==> src/rtl/xfer_seq_pkg.sv <==
package xfer_seq_pkg;

    localparam int SECTOR_SHIFT = 9;
    localparam int BLOCK_SHIFT  = 11;

    typedef enum logic [1:0] {
        S_IDLE,
        S_EVAL,
        S_REQ,
        S_WAIT
    } seq_state_e;

    typedef struct packed {
        logic dma_end;
        logic irq;
        logic ok;
        logic err;
    } seq_evt_t;

    function automatic int max3(input int a, input int b, input int c);
        int m;
        m = (a > b) ? a : b;
        return (m > c) ? m : c;
    endfunction

endpackage

==> src/rtl/xfer_seq_count.sv <==
module xfer_seq_count
    import xfer_seq_pkg::*;
#(
    parameter int CNT_W = 16,
    parameter int PKT_W = 24,
    parameter int LEN_W = 16,
    parameter int REM_W = 28
) (
    input  logic                    clk,
    input  logic                    rst,
    input  logic                    load_i,
    input  logic                    pkt_i,
    input  logic [CNT_W-1:0]        cnt_i,
    input  logic [PKT_W-1:0]        pkt_bytes_i,
    input  logic                    consume_i,
    input  logic [LEN_W-1:0]        len_i,
    output logic signed [REM_W-1:0] rem_o,
    output logic [REM_W-1:0]        idx_o,
    output logic                    rem_le0_o
);
    logic signed [REM_W-1:0] rem_q;
    logic [REM_W-1:0]        idx_q;
    logic signed [REM_W-1:0] len_s;

    assign len_s = $signed(REM_W'(len_i));

    always_ff @(posedge clk) begin
        if (rst) begin
            rem_q <= '0;
            idx_q <= '0;
        end else if (load_i) begin
            rem_q <= pkt_i ? $signed(REM_W'(pkt_bytes_i))
                           : $signed(REM_W'(cnt_i) << SECTOR_SHIFT);
            idx_q <= '0;
        end else if (consume_i) begin
            rem_q <= rem_q - len_s;
            idx_q <= idx_q + REM_W'(len_i);
        end
    end

    assign rem_o     = rem_q;
    assign idx_o     = idx_q;
    assign rem_le0_o = rem_q[REM_W-1] || (rem_q == '0);

endmodule

==> src/rtl/xfer_seq_offset.sv <==
module xfer_seq_offset
    import xfer_seq_pkg::*;
#(
    parameter int SEC_W = 28,
    parameter int LBA_W = 32,
    parameter int REM_W = 28,
    parameter int OFF_W = 48
) (
    input  logic             clk,
    input  logic             rst,
    input  logic             load_i,
    input  logic [SEC_W-1:0] sec_i,
    input  logic [LBA_W-1:0] lba_i,
    input  logic             pkt_i,
    input  logic [REM_W-1:0] idx_i,
    output logic [OFF_W-1:0] off_o,
    output logic             raw_o
);
    logic [SEC_W-1:0] sec_q;
    logic [LBA_W-1:0] lba_q;
    logic [OFF_W-1:0] base;

    always_ff @(posedge clk) begin
        if (rst) begin
            sec_q <= '0;
            lba_q <= '0;
        end else if (load_i) begin
            sec_q <= sec_i;
            lba_q <= lba_i;
        end
    end

    always_comb begin
        if (pkt_i) base = OFF_W'(lba_q) << BLOCK_SHIFT;
        else       base = OFF_W'(sec_q) << SECTOR_SHIFT;
    end

    assign off_o = base + OFF_W'(idx_i);
    assign raw_o = pkt_i && (lba_q == '1);

endmodule

==> src/rtl/xfer_seq_ctrl.sv <==
module xfer_seq_ctrl
    import xfer_seq_pkg::*;
#(
    parameter int LEN_W = 16,
    parameter int AW    = 32,
    parameter int REM_W = 28,
    parameter int OFF_W = 48
) (
    input  logic                    clk,
    input  logic                    rst,
    input  logic                    start_i,
    input  logic                    pkt_i,
    input  logic                    wr_i,
    input  logic                    chunk_valid_i,
    output logic                    chunk_ready_o,
    input  logic [AW-1:0]           chunk_addr_i,
    input  logic [LEN_W-1:0]        chunk_len_i,
    input  logic signed [REM_W-1:0] rem_i,
    input  logic                    rem_le0_i,
    input  logic                    raw_i,
    input  logic [OFF_W-1:0]        off_i,
    output logic                    load_o,
    output logic                    consume_o,
    output logic [LEN_W-1:0]        len_o,
    output logic                    pkt_o,
    output logic                    req_valid_o,
    input  logic                    req_ready_i,
    output logic                    req_write_o,
    output logic [OFF_W-1:0]        req_offset_o,
    output logic [AW-1:0]           req_addr_o,
    output logic [LEN_W-1:0]        req_len_o,
    input  logic                    cpl_done_i,
    input  logic                    cpl_err_i,
    output logic                    active_o,
    output logic                    processing_o,
    output seq_evt_t                evt_o
);
    seq_state_e              st_q;
    logic                    active_q, pkt_q, wr_q, raw_q;
    logic [LEN_W-1:0]        len_q;
    logic [AW-1:0]           addr_q;
    logic [OFF_W-1:0]        roff_q;
    logic [AW-1:0]           raddr_q;
    logic [LEN_W-1:0]        rlen_q;
    logic                    rwr_q;
    seq_evt_t                evt_q;
    logic signed [REM_W-1:0] len_s;
    logic [LEN_W-1:0]        raw_len;
    logic                    take;

    assign len_s   = $signed(REM_W'(len_q));
    assign raw_len = (rem_i < len_s) ? rem_i[LEN_W-1:0] : len_q;

    assign chunk_ready_o = (st_q == S_IDLE) && active_q;
    assign take          = chunk_valid_i && chunk_ready_o;
    assign load_o        = start_i && (st_q == S_IDLE);
    assign consume_o     = (st_q == S_EVAL) && !rem_le0_i && (len_q != '0) && !raw_i;

    always_ff @(posedge clk) begin
        if (rst) begin
            st_q     <= S_IDLE;
            active_q <= 1'b0;
            pkt_q    <= 1'b0;
            wr_q     <= 1'b0;
            raw_q    <= 1'b0;
            len_q    <= '0;
            addr_q   <= '0;
            roff_q   <= '0;
            raddr_q  <= '0;
            rlen_q   <= '0;
            rwr_q    <= 1'b0;
            evt_q    <= '0;
        end else begin
            evt_q <= '0;
            case (st_q)
                S_IDLE: begin
                    if (load_o) begin
                        active_q <= 1'b1;
                        pkt_q    <= pkt_i;
                        wr_q     <= wr_i;
                    end
                    if (take) begin
                        len_q  <= chunk_len_i;
                        addr_q <= chunk_addr_i;
                        st_q   <= S_EVAL;
                    end
                end
                S_EVAL: begin
                    if (rem_le0_i) begin
                        evt_q.dma_end <= 1'b1;
                        evt_q.ok      <= pkt_q;
                        evt_q.irq     <= !pkt_q;
                        active_q      <= 1'b0;
                        st_q          <= S_IDLE;
                    end else if (len_q == '0) begin
                        evt_q.dma_end <= 1'b1;
                        st_q          <= S_IDLE;
                    end else begin
                        raddr_q <= addr_q;
                        raw_q   <= raw_i;
                        len_q   <= '0;
                        st_q    <= S_REQ;
                        if (raw_i) begin
                            roff_q <= '0;
                            rlen_q <= raw_len;
                            rwr_q  <= 1'b0;
                        end else begin
                            roff_q <= off_i;
                            rlen_q <= len_q;
                            rwr_q  <= !pkt_q && wr_q;
                        end
                    end
                end
                S_REQ: begin
                    if (req_ready_i) st_q <= S_WAIT;
                end
                S_WAIT: begin
                    if (cpl_done_i) begin
                        if (cpl_err_i) begin
                            evt_q.dma_end <= 1'b1;
                            evt_q.err     <= 1'b1;
                            active_q      <= 1'b0;
                            st_q          <= S_IDLE;
                        end else if (raw_q) begin
                            evt_q.dma_end <= 1'b1;
                            evt_q.ok      <= 1'b1;
                            active_q      <= 1'b0;
                            st_q          <= S_IDLE;
                        end else begin
                            st_q <= S_EVAL;
                        end
                    end
                end
                default: st_q <= S_IDLE;
            endcase
        end
    end

    assign len_o        = len_q;
    assign pkt_o        = pkt_q;
    assign req_valid_o  = (st_q == S_REQ);
    assign req_write_o  = rwr_q;
    assign req_offset_o = roff_q;
    assign req_addr_o   = raddr_q;
    assign req_len_o    = rlen_q;
    assign active_o     = active_q;
    assign processing_o = (st_q != S_IDLE);
    assign evt_o        = evt_q;

endmodule

==> src/rtl/xfer_chunk_seq.sv <==
module xfer_chunk_seq
    import xfer_seq_pkg::*;
#(
    parameter int CNT_W = 16,
    parameter int SEC_W = 28,
    parameter int LBA_W = 32,
    parameter int PKT_W = 24,
    parameter int LEN_W = 16,
    parameter int AW    = 32,
    parameter int OFF_W = 48
) (
    input  logic             clk,
    input  logic             rst,
    input  logic             start_i,
    input  logic             mode_pkt_i,
    input  logic             dir_wr_i,
    input  logic [CNT_W-1:0] sec_count_i,
    input  logic [SEC_W-1:0] sec_num_i,
    input  logic [PKT_W-1:0] pkt_bytes_i,
    input  logic [LBA_W-1:0] blk_addr_i,
    input  logic             chunk_valid_i,
    output logic             chunk_ready_o,
    input  logic [AW-1:0]    chunk_addr_i,
    input  logic [LEN_W-1:0] chunk_len_i,
    output logic             req_valid_o,
    input  logic             req_ready_i,
    output logic             req_write_o,
    output logic [OFF_W-1:0] req_offset_o,
    output logic [AW-1:0]    req_addr_o,
    output logic [LEN_W-1:0] req_len_o,
    input  logic             cpl_done_i,
    input  logic             cpl_err_i,
    output logic             active_o,
    output logic             processing_o,
    output logic             dma_end_o,
    output logic             drive_irq_o,
    output logic             cmd_ok_o,
    output logic             dma_err_o
);
    localparam int REM_W = max3(CNT_W + SECTOR_SHIFT, PKT_W, LEN_W) + 2;

    logic signed [REM_W-1:0] rem;
    logic [REM_W-1:0]        idx;
    logic                    rem_le0, raw, load, consume, pkt_q;
    logic [LEN_W-1:0]        len_q;
    logic [OFF_W-1:0]        off;
    seq_evt_t                evt;

    xfer_seq_count #(
        .CNT_W(CNT_W), .PKT_W(PKT_W), .LEN_W(LEN_W), .REM_W(REM_W)
    ) u_count (
        .clk(clk), .rst(rst), .load_i(load), .pkt_i(mode_pkt_i),
        .cnt_i(sec_count_i), .pkt_bytes_i(pkt_bytes_i),
        .consume_i(consume), .len_i(len_q),
        .rem_o(rem), .idx_o(idx), .rem_le0_o(rem_le0)
    );

    xfer_seq_offset #(
        .SEC_W(SEC_W), .LBA_W(LBA_W), .REM_W(REM_W), .OFF_W(OFF_W)
    ) u_offset (
        .clk(clk), .rst(rst), .load_i(load), .sec_i(sec_num_i),
        .lba_i(blk_addr_i), .pkt_i(pkt_q), .idx_i(idx),
        .off_o(off), .raw_o(raw)
    );

    xfer_seq_ctrl #(
        .LEN_W(LEN_W), .AW(AW), .REM_W(REM_W), .OFF_W(OFF_W)
    ) u_ctrl (
        .clk(clk), .rst(rst), .start_i(start_i), .pkt_i(mode_pkt_i),
        .wr_i(dir_wr_i), .chunk_valid_i(chunk_valid_i),
        .chunk_ready_o(chunk_ready_o), .chunk_addr_i(chunk_addr_i),
        .chunk_len_i(chunk_len_i), .rem_i(rem), .rem_le0_i(rem_le0),
        .raw_i(raw), .off_i(off), .load_o(load), .consume_o(consume),
        .len_o(len_q), .pkt_o(pkt_q), .req_valid_o(req_valid_o),
        .req_ready_i(req_ready_i), .req_write_o(req_write_o),
        .req_offset_o(req_offset_o), .req_addr_o(req_addr_o),
        .req_len_o(req_len_o), .cpl_done_i(cpl_done_i),
        .cpl_err_i(cpl_err_i), .active_o(active_o),
        .processing_o(processing_o), .evt_o(evt)
    );

    assign dma_end_o   = evt.dma_end;
    assign drive_irq_o = evt.irq;
    assign cmd_ok_o    = evt.ok;
    assign dma_err_o   = evt.err;

endmodule

==> config.mk <==
export PLATFORM = sky130hd
export DESIGN_NAME = xfer_chunk_seq
export DESIGN_NICKNAME = d
export VERILOG_FILES = /design/src/rtl/xfer_seq_pkg.sv /design/src/rtl/xfer_seq_count.sv /design/src/rtl/xfer_seq_offset.sv /design/src/rtl/xfer_seq_ctrl.sv /design/src/rtl/xfer_chunk_seq.sv
export SDC_FILE = /design/constraint.sdc
export NUM_CORES = 1
export LEC_CHECK = 0
export CAP_MARGIN = 20
export CORE_ASPECT_RATIO = 0.8
export CORE_MARGIN = 3
export CORE_UTILIZATION = 58
export CTS_CLUSTER_SIZE = 30
export DETAILED_ROUTE_END_ITERATION = 10
export DONT_BUFFER_PORTS = 1
export MAX_ROUTING_LAYER = met4
export PLACE_DENSITY = 0.83
export SYNTH_ARGS = -nofsm -noshare
export SYNTH_HDL_FRONTEND = slang
export SYNTH_SLANG_ARGS = --single-unit
==> constraint.sdc <==
create_clock -name clk -period 4.1 [get_ports clk]
set_input_delay 0.615 -clock clk [delete_from_list [all_inputs] [get_ports clk]]
set_output_delay 0.615 -clock clk [all_outputs]
set_load 0.005 [all_outputs]
==> metrics <==
Initial DRC Count 1217; total power 6.15 mW; Clk pwr share 39.5%; TNS Setup 0 ns; RSZ-0062 raised after global routing false; post-synthesis cell area 13100 µm²; Gate power share 14.4%; CORE AREA 21900 µm²; Required @ worst endpoint 4.57 ns; cell area power density 438 nW/µm²; cell accounting for the most synthesized area dfxtp_1; CTS H-tree lvls 1; share of layout cells above drive strength 1 5.90%; maxcap violations 0; Crit. End Element flip-flop; Layout Area Growth over Synthesis 7.45%; Die Width 174 µm; Unique masters post-synth 68; sw frac 27.4%; Synth Flop Type dfxtp_1; Fmax 0.286 GHz; commonest cells in the synthesized netlist nand2_1, dfxtp_1, a21oi_1; IO Pins 262; Leak 5.18 nW; vias in the first global route 10969; Clock Pin Slew Worst Setup and Hold Paths 0.06 ns; YS warnings 0; ys async rst share 0%; CTS sink cnt 265; Reg power frac 46.1%; total CTS buffers 27; Worst-Skew Late Latency 0.53 ns; Fill cells 1906; Clock Skew 0.0122 ns; Total GRT Usage 29.3%; drt pass-1 iters 5; site row count 48; final worst-path cycle share 85.2%; Slew headroom 36.9%; EDFF count, synth 0; Post-CTS Setup Bufs 0; outcome completed; # resized after CTS 0; drt wl/cell 18.8 µm; CP Data Arrival Time 3.97 ns; HP Class in -> reg; R2R depth 11; Cells after Synth 1670; Final setup viols 0; WHS Path Cells 1; critical-path maximum fanout 22; share of the synthesized area in the top cell type 40.6%; DR vias/cell 6.15; initial antenna violation count 0; detailed-placement wirelength estimate 25100 µm; TritonCTS clock tree done; hold_buf cts 0; global-route wire length before repair 57700 µm; #FFs+latches synth 265; Die ar. 24300 µm²; Fin. Hold Viols 0; Peak VDD IR 0.000375 V; synthesized area per cell 7.82 µm²; ANT nets after route 0; Longest Clk Path Bufs 3; Remaining DRCs 0; sequential element share of the synthesized area 40.6%; Worst Max-Slew Pin Slew 0.947 ns; Synth area leaders dfxtp_1, nand2_1, a21oi_1; pin count of the biggest net entering global routing 200; Layout Nets 1821; Routability Congestion 0.957; Die Ht 140 µm; IO buf count 0; Antenna Diode Count 0; via count 11843; gr ovfl total 0; switching pwr 1.69 mW; crit start category flip-flop; Pint 4.46 mW; Final Max Tran Viols 0; most common cell in the synthesized netlist nand2_1; root buf cell clkbuf_16; Initial Utilization 59.7%; Post-Route WL 36200 µm; clock period minus final worst setup slack 3.49 ns; Crit Path Class reg -> reg
per-stage QoR:
stage	instance area (µm²)	worst slack [ns]	cells	hold slack (ns)	utilization, %
6_report	14000	0.607	1927	0.164	64.1
4_1_cts	14000	0.644	1926	0.145	64.1
3_5_place_dp	13100	0.665	1881	0.440	60.1
3_3_place_gp	13100	0.786	1881	0.433	60.1
2_1_floorplan	13100	0.343	1673	0.432	-
5_1_grt	14000	0.272	1927	0.145	64.1
flip-flops by register name, indices dropped and copies added, names as in the netlist, 4 cells and up, named ones only:
register / flops
u_ctrl.req_addr_o: 32
u_count.rem_o: 27
u_count.idx_o: 27
u_offset.sec_q: 28
u_offset.lba_q: 32
u_ctrl.req_len_o: 16
u_ctrl.len_o: 16
u_ctrl.evt_o: 4
u_ctrl.addr_q: 32
u_ctrl.req_offset_o: 44
placed cells by master (no fill, tap or decap), drive strengths merged, types with 14 or more instances in the layout:
cell / synthesis / final
nor2: 70 / 70
a211oi: 22 / 22
clkbuf: 75 / 36
ha: 50 / 50
xor2: 32 / 32
xnor2: 23 / 23
mux2: 20 / 20
buf: 32 / 16
nand3: 66 / 66
a21oi: 233 / 233
a21o: 18 / 18
o21ai: 68 / 68
nand4: 19 / 19
nor3: 56 / 56
nor2b: 23 / 23
nand2: 374 / 374
inv: 34 / 34
nor3b: 16 / 16
mux2i: 14 / 14
nor4: 21 / 21
dfxtp: 265 / 265
worst paths after layout:
path                                         from                                    to  slack (ns)
setup reg to reg        u_ctrl.pkt_o$_SDFFE_PP0P_  u_ctrl.req_offset_o[40]$_SDFFE_PP0P_        0.61
hold reg to reg   u_offset.sec_q[22]$_SDFFE_PP0P_       u_offset.sec_q[22]$_SDFFE_PP0P_        0.45
hold / removal                                rst       u_offset.sec_q[26]$_SDFFE_PP0P_        0.16
setup / recovery        u_ctrl.pkt_o$_SDFFE_PP0P_  u_ctrl.req_offset_o[40]$_SDFFE_PP0P_        0.61
routing by layer:
layer | vias to the layer above | wire [µm] | global-route usage, % | part of all wire, %
met5 | - | 0 | - | 0
li1 | 5692 | - | - | -
met2 | 479 | 16000 | 44.2 | 44
met3 | 93 | 3260 | 7.13 | 9.0
met4 | 0 | 1050 | 7.99 | 2.9
met1 | 5579 | 15900 | 39.6 | 44
worst max-delay path, cell delays in order (launching register included):
cell and delay [ns]:
dfxtp_2 0.65, mux2_2 0.39, ha_1 0.35, o21ai_0 0.12
o21bai_1 0.14, a21oi_1 0.13, o21ai_0 0.59, a211oi_1 0.16
buf_4 0.21, or2_2 0.31, nor4b_1 0.25, a211o_1 0.13
logic make-up after synthesis:
group	synth area share [%]
AOI/OAI and AO/OA	18.7
xor gates and xnor gates	3.69
adders and majority gates	5.25
buffers and inverters	4.43
DFF	40.6
muxes	2.80
other	0.0287
and+or+nand+nor	24.5
power by group through the flow:
stage	clock network, mW	logic [mW]	registers, mW
2_1_floorplan	0	0.732	2.83
3_3_place_gp	0	0.842	2.88
3_5_place_dp	0	0.863	2.88
4_1_cts	2.46	0.872	2.83
5_1_grt	2.57	0.987	2.85
6_report	2.43	0.883	2.83
layout make-up:
type                    count  area, µm²  area share [%]
multi-input cells        1267       7200            51.3
flip-flops and latches    265       5310            37.8
clock buffers              36        769            5.49
well taps                 300        375            2.68
repair buffers             16        145            1.03
inverters                  34        128           0.910
clock inverters             9       98.8           0.705
(Power assumes the default switching activity.)
